$ cat src/rtl/cx_dpu_pkg.sv
package cx_dpu_pkg;
  localparam int OP_W = 3;

  typedef enum logic [OP_W-1:0] {
    OP_POPC = 3'd0,
    OP_XORF = 3'd1,
    OP_ROTL = 3'd2,
    OP_MAC  = 3'd3,
    OP_ADDW = 3'd4
  } cx_op_e;

  typedef struct packed {
    logic vld;
    logic wlo;
    logic whi;
    logic fwe;
  } cx_wr_t;
endpackage

$ cat src/rtl/cx_operand.sv
module cx_operand
  import cx_dpu_pkg::*;
#(
  parameter int XLEN  = 32,
  parameter int IMM_W = 9
) (
  input  logic [1:0]       cls,
  input  logic [IMM_W-1:0] imm,
  input  logic [XLEN-1:0]  src_a,
  input  logic [XLEN-1:0]  src_b,
  output cx_op_e           op,
  output logic [XLEN-1:0]  opa,
  output logic [XLEN-1:0]  opb
);
  localparam int CONST_W = IMM_W - OP_W;

  logic [XLEN-1:0] cval;

  always_comb begin
    op   = cx_op_e'(imm[OP_W-1:0]);
    cval = {{(XLEN-CONST_W){1'b0}}, imm[IMM_W-1:OP_W]};
    opa  = (cls == 2'b00) ? cval : src_a;
    opb  = cls[1] ? src_b : cval;
  end
endmodule

$ cat src/rtl/cx_alu1.sv
module cx_alu1
  import cx_dpu_pkg::*;
#(
  parameter int XLEN = 32
) (
  input  cx_op_e          op,
  input  logic [XLEN-1:0] opa,
  input  logic [XLEN-1:0] opb,
  input  logic            acc,
  input  logic            dual,
  input  logic [XLEN-1:0] dst_lo,
  input  logic [XLEN-1:0] dst_hi,
  input  logic [3:0]      flags_in,
  output logic [XLEN-1:0] res_lo,
  output logic [XLEN-1:0] res_hi,
  output cx_wr_t          wr,
  output logic [3:0]      flags
);
  localparam int SH_W  = $clog2(XLEN);
  localparam int CNT_W = SH_W + 1;

  logic [CNT_W-1:0]  cnt;
  logic [2*XLEN-1:0] rot2;
  logic [2*XLEN-1:0] wide;
  logic [2*XLEN-1:0] acc64;
  logic [XLEN-1:0]   core;
  logic [XLEN-1:0]   acc32;

  always_comb begin
    cnt = '0;
    for (int i = 0; i < XLEN; i++) begin
      cnt = cnt + CNT_W'(opa[i]);
    end
  end

  always_comb begin
    rot2  = {opa, opa} << opb[SH_W-1:0];
    acc32 = acc ? dst_lo : '0;
    acc64 = !acc ? '0 : (dual ? {dst_hi, dst_lo} : {{XLEN{1'b0}}, dst_lo});
    wide  = {{XLEN{1'b0}}, opa} + {{XLEN{1'b0}}, opb} + acc64;
    core   = '0;
    res_lo = '0;
    res_hi = '0;
    wr     = '{vld: 1'b1, wlo: 1'b0, whi: 1'b0, fwe: 1'b0};
    unique case (op)
      OP_POPC: begin
        core   = {{(XLEN-CNT_W){1'b0}}, cnt};
        res_lo = core + acc32;
        wr.wlo = 1'b1;
      end
      OP_XORF: begin
        core   = opa ^ opb;
        res_lo = core + acc32;
        wr.wlo = 1'b1;
        wr.fwe = 1'b1;
      end
      OP_ROTL: begin
        core   = rot2[2*XLEN-1:XLEN];
        res_lo = core + acc32;
        wr.wlo = 1'b1;
      end
      OP_ADDW: begin
        res_lo = wide[XLEN-1:0];
        res_hi = dual ? wide[2*XLEN-1:XLEN] : '0;
        wr.wlo = 1'b1;
        wr.whi = dual;
      end
      default: begin
        res_lo = '0;
      end
    endcase
    flags = {res_lo[XLEN-1], (res_lo == '0), flags_in[1:0]};
  end
endmodule

$ cat src/rtl/cx_mac.sv
module cx_mac #(
  parameter int XLEN = 32
) (
  input  logic              clk,
  input  logic              rst_n,
  input  logic              in_vld,
  input  logic [XLEN-1:0]   opa,
  input  logic [XLEN-1:0]   opb,
  input  logic [2*XLEN-1:0] acc_val,
  input  logic              dual_in,
  output logic              out_vld,
  output logic [2*XLEN-1:0] out_val,
  output logic              out_dual
);
  logic              v1_q, v1_d;
  logic [XLEN-1:0]   a1_q, a1_d, b1_q, b1_d;
  logic [2*XLEN-1:0] c1_q, c1_d;
  logic              d1_q, d1_d;
  logic              v2_q, v2_d;
  logic [2*XLEN-1:0] p2_q, p2_d;
  logic              d2_q, d2_d;

  always_comb begin
    v1_d = in_vld;
    a1_d = opa;
    b1_d = opb;
    c1_d = acc_val;
    d1_d = dual_in;
    v2_d = v1_q;
    p2_d = ({{XLEN{1'b0}}, a1_q} * {{XLEN{1'b0}}, b1_q}) + c1_q;
    d2_d = d1_q;
  end

  always_ff @(posedge clk or negedge rst_n) begin
    if (!rst_n) begin
      v1_q <= 1'b0;
      v2_q <= 1'b0;
      a1_q <= '0;
      b1_q <= '0;
      c1_q <= '0;
      d1_q <= 1'b0;
      p2_q <= '0;
      d2_q <= 1'b0;
    end else begin
      v1_q <= v1_d;
      v2_q <= v2_d;
      if (in_vld) begin
        a1_q <= a1_d;
        b1_q <= b1_d;
        c1_q <= c1_d;
        d1_q <= d1_d;
      end
      if (v1_q) begin
        p2_q <= p2_d;
        d2_q <= d2_d;
      end
    end
  end

  assign out_vld  = v2_q;
  assign out_val  = p2_q;
  assign out_dual = d2_q;
endmodule

$ cat src/rtl/cx_dpu.sv
module cx_dpu
  import cx_dpu_pkg::*;
#(
  parameter int XLEN  = 32,
  parameter int IMM_W = 9
) (
  input  logic             clk,
  input  logic             rst_n,
  input  logic             issue_vld,
  input  logic [1:0]       issue_cls,
  input  logic             issue_acc,
  input  logic             issue_dual,
  input  logic [IMM_W-1:0] issue_imm,
  input  logic [XLEN-1:0]  src_a,
  input  logic [XLEN-1:0]  src_b,
  input  logic [XLEN-1:0]  dst_lo,
  input  logic [XLEN-1:0]  dst_hi,
  input  logic [3:0]       flags_in,
  output logic             res_vld,
  output logic [XLEN-1:0]  res_lo,
  output logic [XLEN-1:0]  res_hi,
  output logic             wr_lo,
  output logic             wr_hi,
  output logic             flag_we,
  output logic [3:0]       flags_out
);
  cx_op_e            op;
  logic [XLEN-1:0]   opa, opb;
  logic [XLEN-1:0]   alu_lo, alu_hi;
  cx_wr_t            alu_wr;
  logic [3:0]        alu_flags;
  logic              sc_vld, mac_in;
  logic [2*XLEN-1:0] mac_acc;
  logic              mac_vld, mac_dual;
  logic [2*XLEN-1:0] mac_val;

  cx_wr_t            wr_q, wr_d;
  logic [XLEN-1:0]   lo_q, lo_d, hi_q, hi_d;
  logic [3:0]        fl_q, fl_d;
  logic              load_en;

  cx_operand #(.XLEN(XLEN), .IMM_W(IMM_W)) u_opnd (
    .cls   (issue_cls),
    .imm   (issue_imm),
    .src_a (src_a),
    .src_b (src_b),
    .op    (op),
    .opa   (opa),
    .opb   (opb)
  );

  cx_alu1 #(.XLEN(XLEN)) u_alu1 (
    .op       (op),
    .opa      (opa),
    .opb      (opb),
    .acc      (issue_acc),
    .dual     (issue_dual),
    .dst_lo   (dst_lo),
    .dst_hi   (dst_hi),
    .flags_in (flags_in),
    .res_lo   (alu_lo),
    .res_hi   (alu_hi),
    .wr       (alu_wr),
    .flags    (alu_flags)
  );

  always_comb begin
    mac_in  = issue_vld && (op == OP_MAC);
    sc_vld  = issue_vld && (op != OP_MAC);
    mac_acc = !issue_acc ? '0 :
              (issue_dual ? {dst_hi, dst_lo} : {{XLEN{1'b0}}, dst_lo});
  end

  cx_mac #(.XLEN(XLEN)) u_mac (
    .clk      (clk),
    .rst_n    (rst_n),
    .in_vld   (mac_in),
    .opa      (opa),
    .opb      (opb),
    .acc_val  (mac_acc),
    .dual_in  (issue_dual),
    .out_vld  (mac_vld),
    .out_val  (mac_val),
    .out_dual (mac_dual)
  );

  // Result stage: a completing multiply takes precedence over a single-cycle op.
  always_comb begin
    load_en = mac_vld || sc_vld;
    if (mac_vld) begin
      wr_d = '{vld: 1'b1, wlo: 1'b1, whi: mac_dual, fwe: 1'b0};
      lo_d = mac_val[XLEN-1:0];
      hi_d = mac_dual ? mac_val[2*XLEN-1:XLEN] : '0;
      fl_d = flags_in;
    end else if (sc_vld) begin
      wr_d = alu_wr;
      lo_d = alu_lo;
      hi_d = alu_hi;
      fl_d = alu_flags;
    end else begin
      wr_d = '0;
      lo_d = lo_q;
      hi_d = hi_q;
      fl_d = fl_q;
    end
  end

  always_ff @(posedge clk or negedge rst_n) begin
    if (!rst_n) begin
      wr_q <= '0;
      lo_q <= '0;
      hi_q <= '0;
      fl_q <= '0;
    end else begin
      wr_q <= wr_d;
      if (load_en) begin
        lo_q <= lo_d;
        hi_q <= hi_d;
        fl_q <= fl_d;
      end
    end
  end

  assign res_vld   = wr_q.vld;
  assign wr_lo     = wr_q.wlo;
  assign wr_hi     = wr_q.whi;
  assign flag_we   = wr_q.fwe;
  assign res_lo    = lo_q;
  assign res_hi    = hi_q;
  assign flags_out = fl_q;
endmodule

$ cat config.mk
export PLATFORM = sky130hd
export DESIGN_NAME = cx_dpu
export DESIGN_NICKNAME = d
export VERILOG_FILES = /design/src/rtl/cx_dpu_pkg.sv /design/src/rtl/cx_operand.sv /design/src/rtl/cx_alu1.sv /design/src/rtl/cx_mac.sv /design/src/rtl/cx_dpu.sv
export SDC_FILE = /design/constraint.sdc
export NUM_CORES = 2
export LEC_CHECK = 0
export BUFFER_PORTS_ARGS = -buffer_cell sky130_fd_sc_hd__buf_2
export CAP_MARGIN = 20
export CORE_MARGIN = 4
export CORE_UTILIZATION = 45
export CTS_CLUSTER_DIAMETER = 80
export DETAILED_ROUTE_END_ITERATION = 8
export GPL_TIMING_DRIVEN = 0
export PLACE_DENSITY_LB_ADDON = 0.08
export REMOVE_ABC_BUFFERS = 1
export SLEW_MARGIN = 25
export SYNTH_ARGS = -nofsm -noshare
export SYNTH_HDL_FRONTEND = slang
export SYNTH_SLANG_ARGS = --single-unit
$ cat constraint.sdc
create_clock -name clk -period 7.1 [get_ports clk]
set_input_delay 0.355 -clock clk [delete_from_list [all_inputs] [get_ports clk]]
set_output_delay 0.355 -clock clk [all_outputs]
set_load 0.005 [all_outputs]
* Word level (Yosys, flattened, before mapping)
Cells that the tools add are included.
** Storage, ports and cells
- Flip-flop bits (word level) :: 268
** Operators by class
- $add $sub $neg :: 37
- $mul :: 1
- Equality and inequality tests :: 5
- Shift-type cells :: 1
- Multiplexer cells :: 20
- Bitwise gates (word level) :: 1
- Reductions and logical operators :: 9
** Operator list (number)
- $mux 32 :: 10
- $add 6x1->6 :: 30
- $add 64x64->64 :: 2
- $mux 64 :: 2
- $pmux 32 s4 :: 1
- $add 32x32->32 :: 2
- $mul 32x32->64 :: 1
- $shl 64x5->64 :: 1
- $add 32x32->33 :: 1
- $add 6x32->32 :: 1
- $logic_not 32->1 :: 1
- $xor 32x32->32 :: 1
- $mux 4 :: 4
- $eq 3x2->1 const B :: 2
- $reduce_or 4->1 :: 1
- $eq 3x1->1 const B :: 1
- $eq 3x3->1 const B :: 1
- $logic_not 3->1 :: 1
- $mux 1 :: 3
- $ne 3x2->1 const B :: 1
- $add 1x1->2 :: 1
- $logic_and 1x1->1 :: 2
- $logic_not 2->1 :: 1
- $reduce_and 2->1 :: 1
- other kinds (2) :: 2

* Logic depth before layout (Yosys ltp)
- Depth in word-level cells :: 38
- Mapped depth :: 37
- Depth with buffers taken out :: 34

* Modules after synthesis
A second synthesis with hierarchy kept.
** Second synthesis, totals
- Cells, all modules :: 6134
- Area total of the unflattened synthesis :: 56281.5 um^2
** By module, submodules not included
- cx_mac :: instances 1, cells an instance 4390, area an instance 41762.6 um^2, sequential area each 4904.7 um^2
- cx_alu1 :: instances 1, cells an instance 1204, area an instance 9386.5 um^2, sequential area each 0.0 um^2
- cx_dpu :: instances 1, cells an instance 466, area an instance 4594.4 um^2, sequential area each 1801.7 um^2
- cx_operand :: instances 1, cells an instance 74, area an instance 538.0 um^2, sequential area each 0.0 um^2

* Worst setup path before layout
Ideal clock, no wire load.
- Kind :: input to register
- Start :: input issue_cls[1]
- End :: register fl_q[2] (netlist: flags_out[2])
- Setup time :: 76 ps
- Data arrival time :: 8512 ps
- Path slack :: -1489 ps
- Stages on the path :: 34
- Cell sequence :: buf_2 or2_0 buf_2 buf_6 mux2i_1 inv_1 ha_1 inv_1 fa_1 fa_1 fa_1 fa_1 fa_1 fa_1 fa_1 fa_1 inv_1 a21o_1 a21oi_1 xnor2_1 a22oi_1 o21ai_0 ha_1 o211ai_1 a21oi_1 a221o_1 a21oi_2 o21ai_1 xor2_1 a22oi_2 nand4_1 or4_1 or4_1 o21ai_1
** On the way
- Word-level cells in the longest chain between the ends :: 38
** RTL lines
- start: declaration :: line cx_dpu.sv:10 : input logic [1:0] issue_cls,
- $logic_not 2->1 (*) :: line cx_operand.sv:22 : opa = (cls == 2'b00) ? cval : src_a;
- $mux 32 (*) :: line cx_operand.sv:22
- named net opa[1] :: line cx_dpu.sv:28 : logic [XLEN-1:0] opa, opb;
- $add 1x1->2 :: line cx_alu1.sv:32 : cnt = cnt + CNT_W'(opa[i]);
- $add 6x1->6 (30 in series) :: line cx_alu1.sv:32
- $add 6x32->32 :: line cx_alu1.sv:48 : res_lo = core + acc32;
- $pmux 32 s4 (*) :: line cx_alu1.sv:45 : unique case (op)
- $logic_not 32->1 (*) :: line cx_alu1.sv:72 : flags = {res_lo[XLEN-1], (res_lo == '0), flags_in[1:0]};
- $mux 4 (*) :: line cx_dpu.sv:95 : end else if (sc_vld) begin
- $mux 4 (*) :: line cx_dpu.sv:90 : if (mac_vld) begin
- end signal: assignment :: line cx_dpu.sv:119 : fl_q <= fl_d;
- end: declaration :: line cx_dpu.sv:39 : logic [3:0] fl_q, fl_d;
The timed path passes the listed nets; every way through them passes the cells marked *. The select of a mux whose other input is x is not followed.
A chain may end at the register's enable or synchronous reset.

* Worst setup path in the final report
- Start :: input issue_cls[1]
- End :: register fl_q[2] (netlist: flags_out[2])
** On the way
- Word-level cells in the longest chain between the ends :: 38
** RTL lines (line)
- $logic_not 2->1 :: cx_operand.sv:22
- $mux 32 :: cx_operand.sv:22
- $add 1x1->2 :: cx_alu1.sv:32
- $add 6x1->6 (30 in series) :: cx_alu1.sv:32
- $add 6x32->32 :: cx_alu1.sv:48
- $pmux 32 s4 (*) :: cx_alu1.sv:45
- $logic_not 32->1 (*) :: cx_alu1.sv:72
- $mux 4 (*) :: cx_dpu.sv:95
- $mux 4 (*) :: cx_dpu.sv:90
Every way passes the cells marked *; elsewhere a longest branch is shown, timed or not. The select of a mux whose other input is x is not followed.

==> impl_metrics.toml <==
[status]
outcome = "complete, but fails checks"
violations = "setup timing"

[global_routing]
grt_pass1_wl_mm = 283
grt_max_degree = 86
antenna_found_initial = 10
first_global_vias = 44333
grt.overflow.total = 0
grt_usage = 0.305

[placement]
gp_congestion = 0.936
placed_cell_area_mm2 = 0.0565
hpwl_mm = 143
port_buffers = 219
place_ws_ns = -3.85

[drt]
drt-total-wl_mm = 197
wl_per_cell_um = 24.7
drc = 0
num_vias = 44742
drt-initial-drc-count = 3847
firstDrtPassIters = 6
drtAntennaViolNets = 0
via_per_inst = 5.63

[floorplanning]
rows = 125
die_h_um = 351
die_w_um = 351
io_pins = 220
dieArea_mm2 = 0.123
coreArea_mm2 = 0.116
start_util = 0.454

[yosys]
synthArstFlopShare = 1.00
ys.flop_type = "dfrtp_1"
syn_inst = 6085
syn_area_per_cell_um2 = 8.69
synth_top_area_share = 0.373
synth_largest_area_cell = "fa_1"
synth-seq-cells = 268
synth_edf_count = 0
synth_area_leaders = "fa_1 (37%), dfrtp_1 (13%), nand2_1 (8.5%), ha_1 (8.2%), inv_1 (7.7%)"
seq_area_frac_synth = 0.127
ys.warnings.count = 0
yosysUniqueCellTypes = 93
netlist_area_mm2 = 0.0529

[finish]
area_delta_synth_final_pct = 20.1
final_area_mm2 = 0.0635
fin_nets = 7875
drive_gt1_frac = 0.188

[worst_setup_path]
critPathLaunchType = "primary input"
worstPathRequired_ns = 7.58
cp-end-kind = "flip-flop"
crit_type = "primary input to flip-flop"
crit_fanout = 7
cp.arrival_ns = 8.89

[timing]
drv_slew = 0
hold_slack_ns = 0.0642
layout_worst_path_cycle_share = 1.19
setup-violations-final = 62
period_minus_slack_ns = 8.41
finalHoldViolations = 0
fin_ws_ns = -1.31
skew_ns = 0.0372
fmax_mhz = 119
rsz0062_at_grt = "true"
tightest_slew_ns = 1.07
slew_headroom = 0.281

[clock_network]
clockBufferDepth = 3
cts_tree = "done"
root_buffer = "clkbuf_16"
clock-sinks = 268
insertion_delay_ns = 0.58
numCtsBuffers = 36
path_clk_slew_ns = 0.07
ctsHtreeMaxLevel = 2

[flow_run]
cap_violations = 0

[min_path]
min_path_type = "primary input to flip-flop"
-- final timing paths --
check	from	endpoint	slack, ns	cells past startpoint
min in group asynchronous	rst_n	flags_out[0]	0.29	2
max	issue_cls[1]	flags_out[2]	-1.31	26
max in group asynchronous	rst_n	u_mac.c1_q[44]	5.66	4
min	issue_dual	u_mac.d1_q	0.06	3
max reg2reg	u_mac.a1_q[17]	u_mac.out_val[44]	-0.81	27
min reg2reg	flags_out[1]	flags_out[1]	0.47	2
-- cells by family after synthesis --
kind of cell	count (synthesis)	share of synthesized area
AND/OR/NAND/NOR	1872	0.155
AO/OA/AOI/OAI	876	0.102
adder cells (fa/ha/maj)	1333	0.455
XOR/XNOR	172	0.0285
multiplexers	149	0.0311
buffers and inverters	1415	0.101
flip-flops	268	0.127
-- stage by stage --
| stage | setup TNS (ns) | cells | utilization |
|---|---|---|---|
| after global routing | -41.71 | 7946 | 0.545 |
| after global placement | -540.27 | 7494 | 0.469 |
| after CTS | -34.62 | 7823 | 0.525 |
| after detailed placement | -195.38 | 7583 | 0.485 |
| final | -31.51 | 7951 | 0.546 |
| after floorplan | -32.89 | 5751 | - |
-- cell usage in the layout (no fill, tap or decap), types with 59 or more instances in the layout --
master     count
nor2_1       187
inv_1       1040
and2_1       253
nand2_1     1158
buf_6         71
buf_2        216
dfrtp_1      202
xnor2_1       94
mux2_2        61
buf_4        166
clkbuf_16     59
a21o_1        80
o21ai_0      250
buf_12        80
a21oi_1      197
fa_1         930
ha_1         311
-- registers in the layout, summed over array words and instances, names as in the netlist --
| name | flops |
|---|---|
| u_mac.out_val | 64 |
| u_mac.out_vld | 1 |
| res_hi | 32 |
| wr_lo | 1 |
| u_mac.b1_q | 32 |
| u_mac.v1_q | 1 |
| flag_we | 1 |
| u_mac.c1_q | 64 |
| u_mac.d1_q | 1 |
| u_mac.out_dual | 1 |
| res_lo | 32 |
| wr_hi | 1 |
| res_vld | 1 |
| flags_out | 4 |
| u_mac.a1_q | 32 |
-- final cells by class --
type / instances / area, um2
Fill cell: 10767 / 52900
Multi-Input combinational cell: 4403 / 43000
Sequential cell: 268 / 6850
Timing Repair Buffer: 603 / 6410
Inverter: 1081 / 4080
Tap cell: 1524 / 1910
Clock buffer: 46 / 978
Clock inverter: 20 / 245
Antenna cell: 5 / 12.5
Timing Repair inverter: 1 / 5.00
-- synth_stat cells (all sizes together) (31+ instances only) --
cell type  instances
clkbuf           307
mux2i             59
nand3             54
mux2              87
xnor2            110
nor2             196
fa               986
ha               347
nand2           1200
dfrtp            268
a22oi             47
xor2              62
o21ai            314
a21oi            233
nor3              31
inv             1080
and2             259
a21o              81
-- metal layers --
| layer | up-vias | GRT usage | wire, um |
|---|---|---|---|
| li1 | 19507 | - | - |
| met1 | 23291 | 0.473 | 90400 |
| met2 | 1745 | 0.456 | 84600 |
| met3 | 199 | 0.0461 | 16200 |
| met4 | 0 | 0.0603 | 5340 |
| met5 | - | 0 | 0 |
-- critical path: stages --
cell and delay (ns):
bufbuf_16 0.26, o21ai_1 0.75, fa_1 0.57, fa_1 0.46, fa_1 0.53, fa_1 0.44, fa_1 0.55, fa_1 0.45
fa_2 0.37, fa_2 0.41, buf_4 0.15, buf_6 0.12, xnor2_4 0.12, a22oi_2 0.14, nand2_2 0.09, ha_4 0.27
buf_4 0.14, buf_4 0.13, xnor2_1 0.12, a221oi_1 0.38, nand3_1 0.24, nor4_2 0.46, nand4_1 0.26, or4_4 0.59
or4_4 0.43, o21ai_2 0.12
-- timing repair --
| item | 4_1_cts | 5_1_grt |
|---|---|---|
| resized for setup | 349 | 272 |
| gates cloned | 16 | 24 |
| hold buffers | 4 | 0 |
| setup buffers | 157 | 111 |
| endpoints found under the hold margin | 41 | 0 |
| setup endpoints to repair | 112 | 103 |
| pin swaps | 126 | 208 |
Power is left out: the tool's default activity adds up to more than one toggle a clock period on the data nets, which glitch-free logic cannot reach.
